--- src/rtl/byte_alu_pkg.sv ---
package byte_alu_pkg;
  localparam int DATA_W  = 8;
  localparam int OP_W    = 4;
  localparam int FLAGS_W = 8;

  localparam int FLAG_ZERO  = 0;
  localparam int FLAG_NEG   = 1;
  localparam int FLAG_CARRY = 2;
  localparam int FLAG_OVF   = 3;

  typedef enum logic [OP_W-1:0] {
    OP_ADD = 4'h4,
    OP_SUB = 4'h5,
    OP_MUL = 4'h6,
    OP_DIV = 4'h7,
    OP_SHL = 4'h8,
    OP_SHR = 4'h9,
    OP_INV = 4'hA,
    OP_AND = 4'hB,
    OP_XOR = 4'hC,
    OP_OR  = 4'hD
  } alu_op_e;
endpackage

--- src/rtl/byte_alu_arith.sv ---
module byte_alu_arith
  import byte_alu_pkg::*;
#(
  parameter int W = DATA_W
) (
  input  logic [OP_W-1:0] op,
  input  logic [W-1:0]    a,
  input  logic [W-1:0]    b,
  output logic            hit,
  output logic [W-1:0]    res,
  output logic            carry,
  output logic            ovf
);
  localparam int PW = 2 * W;

  logic [W:0]    sum_x;
  logic [W:0]    dif_x;
  logic [PW-1:0] prod;

  assign sum_x = {1'b0, a} + {1'b0, b};
  assign dif_x = {1'b0, a} - {1'b0, b};
  assign prod  = PW'(a) * PW'(b);

  always_comb begin
    hit   = 1'b1;
    res   = '0;
    carry = 1'b0;
    ovf   = 1'b0;
    unique case (op)
      OP_ADD: begin
        res   = sum_x[W-1:0];
        carry = sum_x[W];
        ovf   = (a[W-1] == b[W-1]) && (sum_x[W-1] != a[W-1]);
      end
      OP_SUB: begin
        res   = dif_x[W-1:0];
        carry = dif_x[W];
        ovf   = (a[W-1] != b[W-1]) && (dif_x[W-1] != a[W-1]);
      end
      OP_MUL: begin
        res = prod[W-1:0];
        ovf = |prod[PW-1:W];
      end
      OP_DIV: begin
        if (b == '0) begin
          res = '1;
          ovf = 1'b1;
        end else begin
          res = a / b;
        end
      end
      default: hit = 1'b0;
    endcase
  end
endmodule

--- src/rtl/byte_alu_bitwise.sv ---
module byte_alu_bitwise
  import byte_alu_pkg::*;
#(
  parameter int W = DATA_W
) (
  input  logic [OP_W-1:0] op,
  input  logic [W-1:0]    a,
  input  logic [W-1:0]    b,
  output logic            hit,
  output logic [W-1:0]    res
);
  localparam logic [W-1:0] SHIFT_LIM = W[W-1:0];

  logic out_of_range;
  assign out_of_range = (b >= SHIFT_LIM);

  always_comb begin
    hit = 1'b1;
    res = '0;
    unique case (op)
      OP_SHL:  res = out_of_range ? '0 : (a << b);
      OP_SHR:  res = out_of_range ? '0 : (a >> b);
      OP_INV:  res = ~a;
      OP_AND:  res = a & b;
      OP_XOR:  res = a ^ b;
      OP_OR:   res = a | b;
      default: hit = 1'b0;
    endcase
  end
endmodule

--- src/rtl/byte_alu_flagpack.sv ---
module byte_alu_flagpack
  import byte_alu_pkg::*;
#(
  parameter int W = DATA_W
) (
  input  logic [W-1:0]       res,
  input  logic               carry,
  input  logic               ovf,
  output logic [FLAGS_W-1:0] flags
);
  localparam int USED = 4;

  assign flags[FLAG_ZERO]  = (res == '0);
  assign flags[FLAG_NEG]   = res[W-1];
  assign flags[FLAG_CARRY] = carry;
  assign flags[FLAG_OVF]   = ovf;

  for (genvar i = USED; i < FLAGS_W; i++) begin : g_rsvd
    assign flags[i] = 1'b0;
  end
endmodule

--- src/rtl/byte_alu.sv ---
module byte_alu
  import byte_alu_pkg::*;
#(
  parameter int W = DATA_W
) (
  input  logic               clk,
  input  logic               rst_n,
  input  logic               in_valid,
  output logic               in_ready,
  input  logic [OP_W-1:0]    in_op,
  input  logic [W-1:0]       in_a,
  input  logic [W-1:0]       in_b,
  output logic               out_valid,
  input  logic               out_ready,
  output logic [W-1:0]       out_result,
  output logic [FLAGS_W-1:0] out_flags
);
  // staging: hidden operand registers
  logic            stg_valid;
  logic [OP_W-1:0] stg_op;
  logic [W-1:0]    tmp_a;
  logic [W-1:0]    tmp_b;

  logic out_free, stg_free, stg_load, out_load;

  assign out_free = !out_valid || out_ready;
  assign stg_free = !stg_valid || out_free;
  assign in_ready = stg_free;
  assign stg_load = in_valid && stg_free;
  assign out_load = stg_valid && out_free;

  always_ff @(posedge clk or negedge rst_n) begin
    if (!rst_n) begin
      stg_valid <= 1'b0;
      stg_op    <= '0;
      tmp_a     <= '0;
      tmp_b     <= '0;
    end else begin
      if (stg_free) stg_valid <= in_valid;
      if (stg_load) begin
        stg_op <= in_op;
        tmp_a  <= in_a;
        tmp_b  <= in_b;
      end
    end
  end

  logic         ar_hit, ar_c, ar_v, bw_hit;
  logic [W-1:0] ar_res, bw_res, sel_res;
  logic         sel_c, sel_v;
  logic [FLAGS_W-1:0] sel_flags;

  byte_alu_arith #(.W(W)) u_arith (
    .op(stg_op), .a(tmp_a), .b(tmp_b),
    .hit(ar_hit), .res(ar_res), .carry(ar_c), .ovf(ar_v)
  );

  byte_alu_bitwise #(.W(W)) u_bitwise (
    .op(stg_op), .a(tmp_a), .b(tmp_b),
    .hit(bw_hit), .res(bw_res)
  );

  always_comb begin
    sel_res = '0;
    sel_c   = 1'b0;
    sel_v   = 1'b0;
    if (ar_hit) begin
      sel_res = ar_res;
      sel_c   = ar_c;
      sel_v   = ar_v;
    end else if (bw_hit) begin
      sel_res = bw_res;
    end
  end

  byte_alu_flagpack #(.W(W)) u_flags (
    .res(sel_res), .carry(sel_c), .ovf(sel_v), .flags(sel_flags)
  );

  // output register; flags persist after the beat is taken
  always_ff @(posedge clk or negedge rst_n) begin
    if (!rst_n) begin
      out_valid  <= 1'b0;
      out_result <= '0;
      out_flags  <= '0;
    end else begin
      if (out_free) out_valid <= stg_valid;
      if (out_load) begin
        out_result <= sel_res;
        out_flags  <= sel_flags;
      end
    end
  end
endmodule

--- config.mk ---
export PLATFORM = sky130hd
export DESIGN_NAME = byte_alu
export DESIGN_NICKNAME = d
export VERILOG_FILES = /design/src/rtl/byte_alu_pkg.sv /design/src/rtl/byte_alu_arith.sv /design/src/rtl/byte_alu_bitwise.sv /design/src/rtl/byte_alu_flagpack.sv /design/src/rtl/byte_alu.sv
export SDC_FILE = /design/constraint.sdc
export NUM_CORES = 1
export LEC_CHECK = 0
export ABC_AREA = 1
export ABC_CLOCK_PERIOD_IN_PS = 23900
export BUFFER_PORTS_ARGS = -buffer_cell sky130_fd_sc_hd__clkbuf_2
export CELL_PAD_IN_SITES_DETAIL_PLACEMENT = 2
export CELL_PAD_IN_SITES_GLOBAL_PLACEMENT = 2
export CORE_ASPECT_RATIO = 1.25
export CORE_MARGIN = 10
export CORE_UTILIZATION = 38
export CTS_CLUSTER_DIAMETER = 200
export DETAILED_ROUTE_END_ITERATION = 8
export PLACE_DENSITY = 0.92
export SLEW_MARGIN = 25
export SYNTH_ARGS = -nofsm -noshare
export SYNTH_HDL_FRONTEND = slang
export SYNTH_HIERARCHICAL = 1
export SYNTH_SLANG_ARGS = --single-unit
--- constraint.sdc ---
create_clock -name clk -period 23.9 [get_ports clk]
set_clock_uncertainty 0.05 [all_clocks]
set_input_delay 3.585 -clock clk [delete_from_list [all_inputs] [get_ports clk]]
set_output_delay 3.585 -clock clk [all_outputs]
set_load 0.01 [all_outputs]
## Yosys cells after proc, flatten, opt, wreduce, memory -nomap -nowiden

Cells that the tools add are included.

- Add/subtract/negate cells: 2
- Multipliers: 1
- Divide/modulo/power cells: 1
- $lt $le $gt $ge: 1
- Eq/ne operators: 14
- Shifts and indexed selects: 2
- Mux-type cells: 14
- Bitwise gates (word level): 4
- Reduce and logical (&&, ||, !) cells: 13

Operators with widths:

| cell | number |
|---|---|
| one-hot mux 8 bit (6 select lines) | 1 |
| two-way mux 8 bit | 5 |
| one-hot mux 8 bit (4 select lines) | 1 |
| == test 4 bit, second input constant | 6 |
| == test 4 x 3 -> 1 bit, second input constant | 4 |
| logical NOT 8 bit | 2 |
| multiplier 8 x 8 -> 16 bit | 1 |
| adder 8 x 8 -> 9 bit | 1 |
| subtractor 8 x 8 -> 9 bit | 1 |
| bitwise AND 8 bit | 1 |
| divider 8 x 8 -> 8 bit | 1 |
| greater-or-equal comparator 8 x 4 -> 1 bit, second input constant | 1 |
| inverter 8 bit | 1 |
| bitwise OR 8 bit | 1 |
| OR reduction 8 bit | 1 |
| left shift 8 x 8 -> 8 bit | 1 |
| >> shifter 8 x 8 -> 8 bit | 1 |
| bitwise XOR 8 bit | 1 |
| OR reduction 6 bit | 1 |
| two-way mux 1 bit | 5 |
| logical AND 1 bit | 4 |
| one-hot mux 1 bit (4 select lines) | 1 |
| OR reduction 4 bit | 1 |
| != test 1 bit | 3 |
| other kinds (4) | 6 |

- Flip-flop bits (word level): 34
- Bits in latches: 0
- RAM bits: 0
- ROM bits: 0
- Input bits: 24
- Output and inout port bits: 18
- Word-level logic and storage cells: 59
- Memories: 0

## Depth between registers and ports, before layout

- Depth after elaboration: 6
- Mapped depth: 73
- Gate-level depth less buffers: 72

## By module

Netlist, hierarchy kept.

Modules (own cells, without submodules):

| module | times used | cells each | area an instance (µm²) |
|---|---|---|---|
| byte_alu_arith | 1 | 769 | 4926.0 |
| byte_alu | 1 | 194 | 1600.3 |
| byte_alu_bitwise | 1 | 230 | 1161.1 |
| byte_alu_flagpack | 1 | 15 | 82.6 |

## Worst setup path before layout

No wires, ideal clock.

- Path type: reg-to-reg
- Start: reg tmp_b[0]
- End: reg out_flags[0]
- Library setup time: 65 ps
- Data arrival time: 8627 ps
- Data required time: 23785 ps
- Slack: 15158 ps
- Stages on the path, launching flop included: 65
- Buffers on the path: 0
- Period minus slack after synthesis: 8742 ps
- Path through: dfrtp_1 inv_1 ha_1 o21ai_1 nor2_1 o21ai_0 inv_1 ha_1 o21ai_0 nand2_1 nand2_2 inv_2 nand2_2 nand2_1 ha_1 o21ai_1 nand2_1 or2_2 [29 not listed] nor4_2 o21ai_1 nand3_2 inv_2 nand3_1 nand2_1 ha_1 a21oi_1 o21a_1 nand4_1 a221o_1 nand2_1 nand2_1 nor2_1 nand2_1 nor2_1 nand2_1 nand2_1

- Elaborated cells on any way between the ends: 19
- Classes of those cells: add/sub (2); mul (1); div (1); order compare (1); shift (2); mux (7); bitwise (3); reduce/logical (2)

RTL lines:

| item | line | RTL |
|---|---|---|
| start: declaration | byte_alu.sv:22 | `logic [W-1:0] tmp_b;` |
| start signal: assignment | byte_alu.sv:43 | `tmp_b <= in_b;` |
| divider 8 x 8 -> 8 bit / logical NOT 8 bit (equally long branches) | byte_alu_arith.sv:49, byte_alu_arith.sv:45 |  |
| two-way mux 8 bit | byte_alu_arith.sv:45 | `if (b == '0) begin` |
| one-hot mux 8 bit (4 select lines) * | byte_alu_arith.sv:29 | `unique case (op)` |
| net ar_res[0] | byte_alu.sv:49 | `logic [W-1:0] ar_res, bw_res, sel_res;` |
| two-way mux 8 bit * | byte_alu.sv:67 | `if (ar_hit) begin` |
| net sel_res[0] | byte_alu.sv:49 |  |
| logical NOT 8 bit * | byte_alu_flagpack.sv:13 | `assign flags[FLAG_ZERO] = (res == '0);` |
| net sel_flags[0] | byte_alu.sv:51 | `logic [FLAGS_W-1:0] sel_flags;` |
| end signal: assignment | byte_alu.sv:90 | `out_flags <= sel_flags;` |
| end: declaration | byte_alu.sv:16 | `output logic [FLAGS_W-1:0] out_flags` |

Mark *: on every way through the listed nets, which the timed path passes. The rest lies on a longest branch.
A chain may end at the register's enable or synchronous reset.

## Final worst setup path

Same ends and word-level chain as after synthesis.

==> run metrics <==
Port Buffers=41; number of synthesized flops with an enable pin=0; status=completed; Syn-to-layout area delta=7.63%; Netlist Area Pre-Place=7770 um^2; H-Tree Depth=2; FF/Latch Area=951 um^2; most frequent cells after synthesis=nand2_1 (354), inv_1 (205), nand3_1 (125), ha_1 (107), nor2_1 (59); max incr delay on CP=370 ps; clock latency at the later pin of the worst-skew pair=290 ps; clk buf depth=2; CP arrival=11550 ps; share of layout cells above drive strength 1=10.5%; placed cell count=1497; final net count=1403; synthesized flop and latch total=38; syn avg cell area=6.43 um^2; wire per inst=25.2 um; top-count cell post-synth=nand2_1; Detailed Route WL=37.9 mm; Inserted Clock Buffers=5; Antenna diodes=0; clock-pin transition on the worst setup and hold timing paths=60 ps; post_cts resized=0; pwr dens=103 nW/um^2; Initial Util=38.7%; max-slew violation total from the final report=0; HPWL Detailed=29.5 mm; Mapped Cells=1208; Fillers=2546; final cell utilization of the core=41.6%; setup bufs post-CTS=0; vias in the first global route=10.1k; Routed Antenna Nets=0; Chip Width=148 um; crit end category=flip-flop; GPL Wtd Cong=0.931; RSZ-0062 raised after global routing=false; sequential area share after synthesis=12.2%; Yosys top cell by area=ha_1; pin count of the biggest net entering global routing=39; critical path type=flip-flop to flip-flop; Hold Slack=443 ps; final setup fails=0; top area cells in the synthesized netlist=ha_1 (17%), nand2_1 (17%), dfrtp_1 (12%); max frequency=87.7 MHz; die height=180 um; FP Rows=58; worst-path fanout max=22; Crit path max-delay family=simple AND/OR/NAND/NOR gates; setup ws final=12500 ps; core outline area=20100 um^2; post-synth top area share=17.2%; cell mode on critical path=nand2_1; Ports=42; Post-CTS Hold Fix Bufs=0; VDD IR max=0.0467 mV; MaxCap Viol Count=0; total die area=26600 um^2; DR vias=8607; Final min period=11400 ps; Primary FF master, synth=dfrtp_1; Synth async-reset ratio=100%; CTS sink count=38; footprint of the multi-input gates=5750 um^2; Leakage=4.99 nW; Slowest cell on crit path=ha_1; CTS tree=yes; initial antenna violation count=0; total track usage=27.9%; DRT iter0 DRCs=428; Root Driver=clkbuf_16; Remaining DRCs=0; period utilization=47.7%; Setup Slack @ Placement=12830 ps; Finished Layout Cells=1505; first-pass GRT wire length=58.4 mm; Relative slew margins=36.4%; WP data required=24050 ps; gr ovfl total=0; HP Class=flip-flop to flip-flop; worst-margin pin slew=952 ps; crit start category=flip-flop; Pre-antenna DRT Iters=5; crit path buf inv count=7; Via density=5.72; yosys warns=6; Unique masters post-synth=54; final hold vios=0; Fin Setup TNS=0 ps
[worst paths after layout]
path / start / slack (ps) / endpoint / cells after the start
min in group asynchronous: rst_n / 3380 / tmp_b[2] / 1
max: tmp_b[0] / 12500 / out_flags[0] / 68
min: out_flags[5] / 440 / out_flags[5] / 2
max in group asynchronous: rst_n / 19840 / stg_op[0] / 1
min reg2reg: out_flags[5] / 440 / out_flags[5] / 2
max reg2reg: tmp_b[0] / 12500 / out_flags[0] / 68
[layout make-up]
type / instances / share of cell area (%)
Clock inverter: 2 / 0.150
Sequential cell: 38 / 11.4
Multi-Input combinational cell: 906 / 68.8
Inverter: 227 / 10.2
Tap cell: 270 / 4.04
Timing Repair Buffer: 56 / 3.80
Clock buffer: 6 / 1.66
[cells in the final DEF, fill, tap and decap left out, types with 3 or more instances in the layout]
| cell | instances |
|---|---|
| nor3_1 | 9 |
| xor2_1 | 17 |
| clkbuf_2 | 40 |
| nand3_2 | 7 |
| and2_1 | 7 |
| nand4_1 | 9 |
| nand3_1 | 125 |
| clkbuf_16 | 5 |
| o2111ai_1 | 3 |
| a21oi_1 | 48 |
| ha_1 | 107 |
| or2_2 | 4 |
| inv_2 | 21 |
| o21ai_1 | 15 |
| inv_1 | 205 |
| nand2_1 | 354 |
| dfrtp_1 | 38 |
| nand2_2 | 9 |
| xnor2_1 | 3 |
| nor2_4 | 5 |
| buf_4 | 15 |
| a21o_1 | 3 |
| o22ai_1 | 8 |
| nor2_2 | 10 |
| conb_1 | 4 |
| o21bai_1 | 4 |
| nor2_1 | 59 |
| fa_1 | 38 |
| o21ai_0 | 28 |
[flip-flops by register name, indices dropped and copies added (netlist names)]
name / flops
tmp_b: 8
out_flags: 8
out_valid: 1
tmp_a: 8
stg_valid: 1
stg_op: 4
out_result: 8
[worst register-to-register path: cells and delay by family, from the launching register on]
kind / cells / cell delay [ps]
xor+xnor: 1 / 180
buf+inv: 7 / 1070
simple gates: 38 / 4620
fa+ha+maj: 8 / 2650
compound gates: 14 / 2390
flops: 1 / 350
[metrics by stage]
| stage | power, mW | cell area, um^2 |
|---|---|---|
| finish | 0.864 | 8360 |
| global route | 0.943 | 8360 |
| CTS | 0.858 | 8360 |
| detailed placement | 0.777 | 8210 |
| global placement | 0.691 | 8210 |
| floorplan | 0.549 | 7780 |
[routing by layer]
metal	GRT usage, %	vias to the layer above	share of wire [%]
met1	27.5	4288	36
li1	-	3836	-
met5	0	-	0
met3	3.72	182	3.9
met4	23.7	0	9.1
met2	50.5	301	51
[power breakdown]
group          switching [mW]  internal [mW]
sequential             0.0131         0.0744
clock                  0.0305         0.0414
combinational           0.473          0.231
[cells by family (layout without fill, tap and decap cells)]
logic type                 count (synthesis)  in the layout  synth area share, %
and+or+nand+nor                          607            607                 34.6
adders and majority gates                145            145                 27.0
DFF                                       38             38                 12.2
xor gates and xnor gates                  20             20                 2.25
other                                      1              4               0.0483
AOI/OAI and AO/OA                        130            130                 9.94
buffers and inverters                    267            291                 13.9
(Power assumes the default switching activity.)
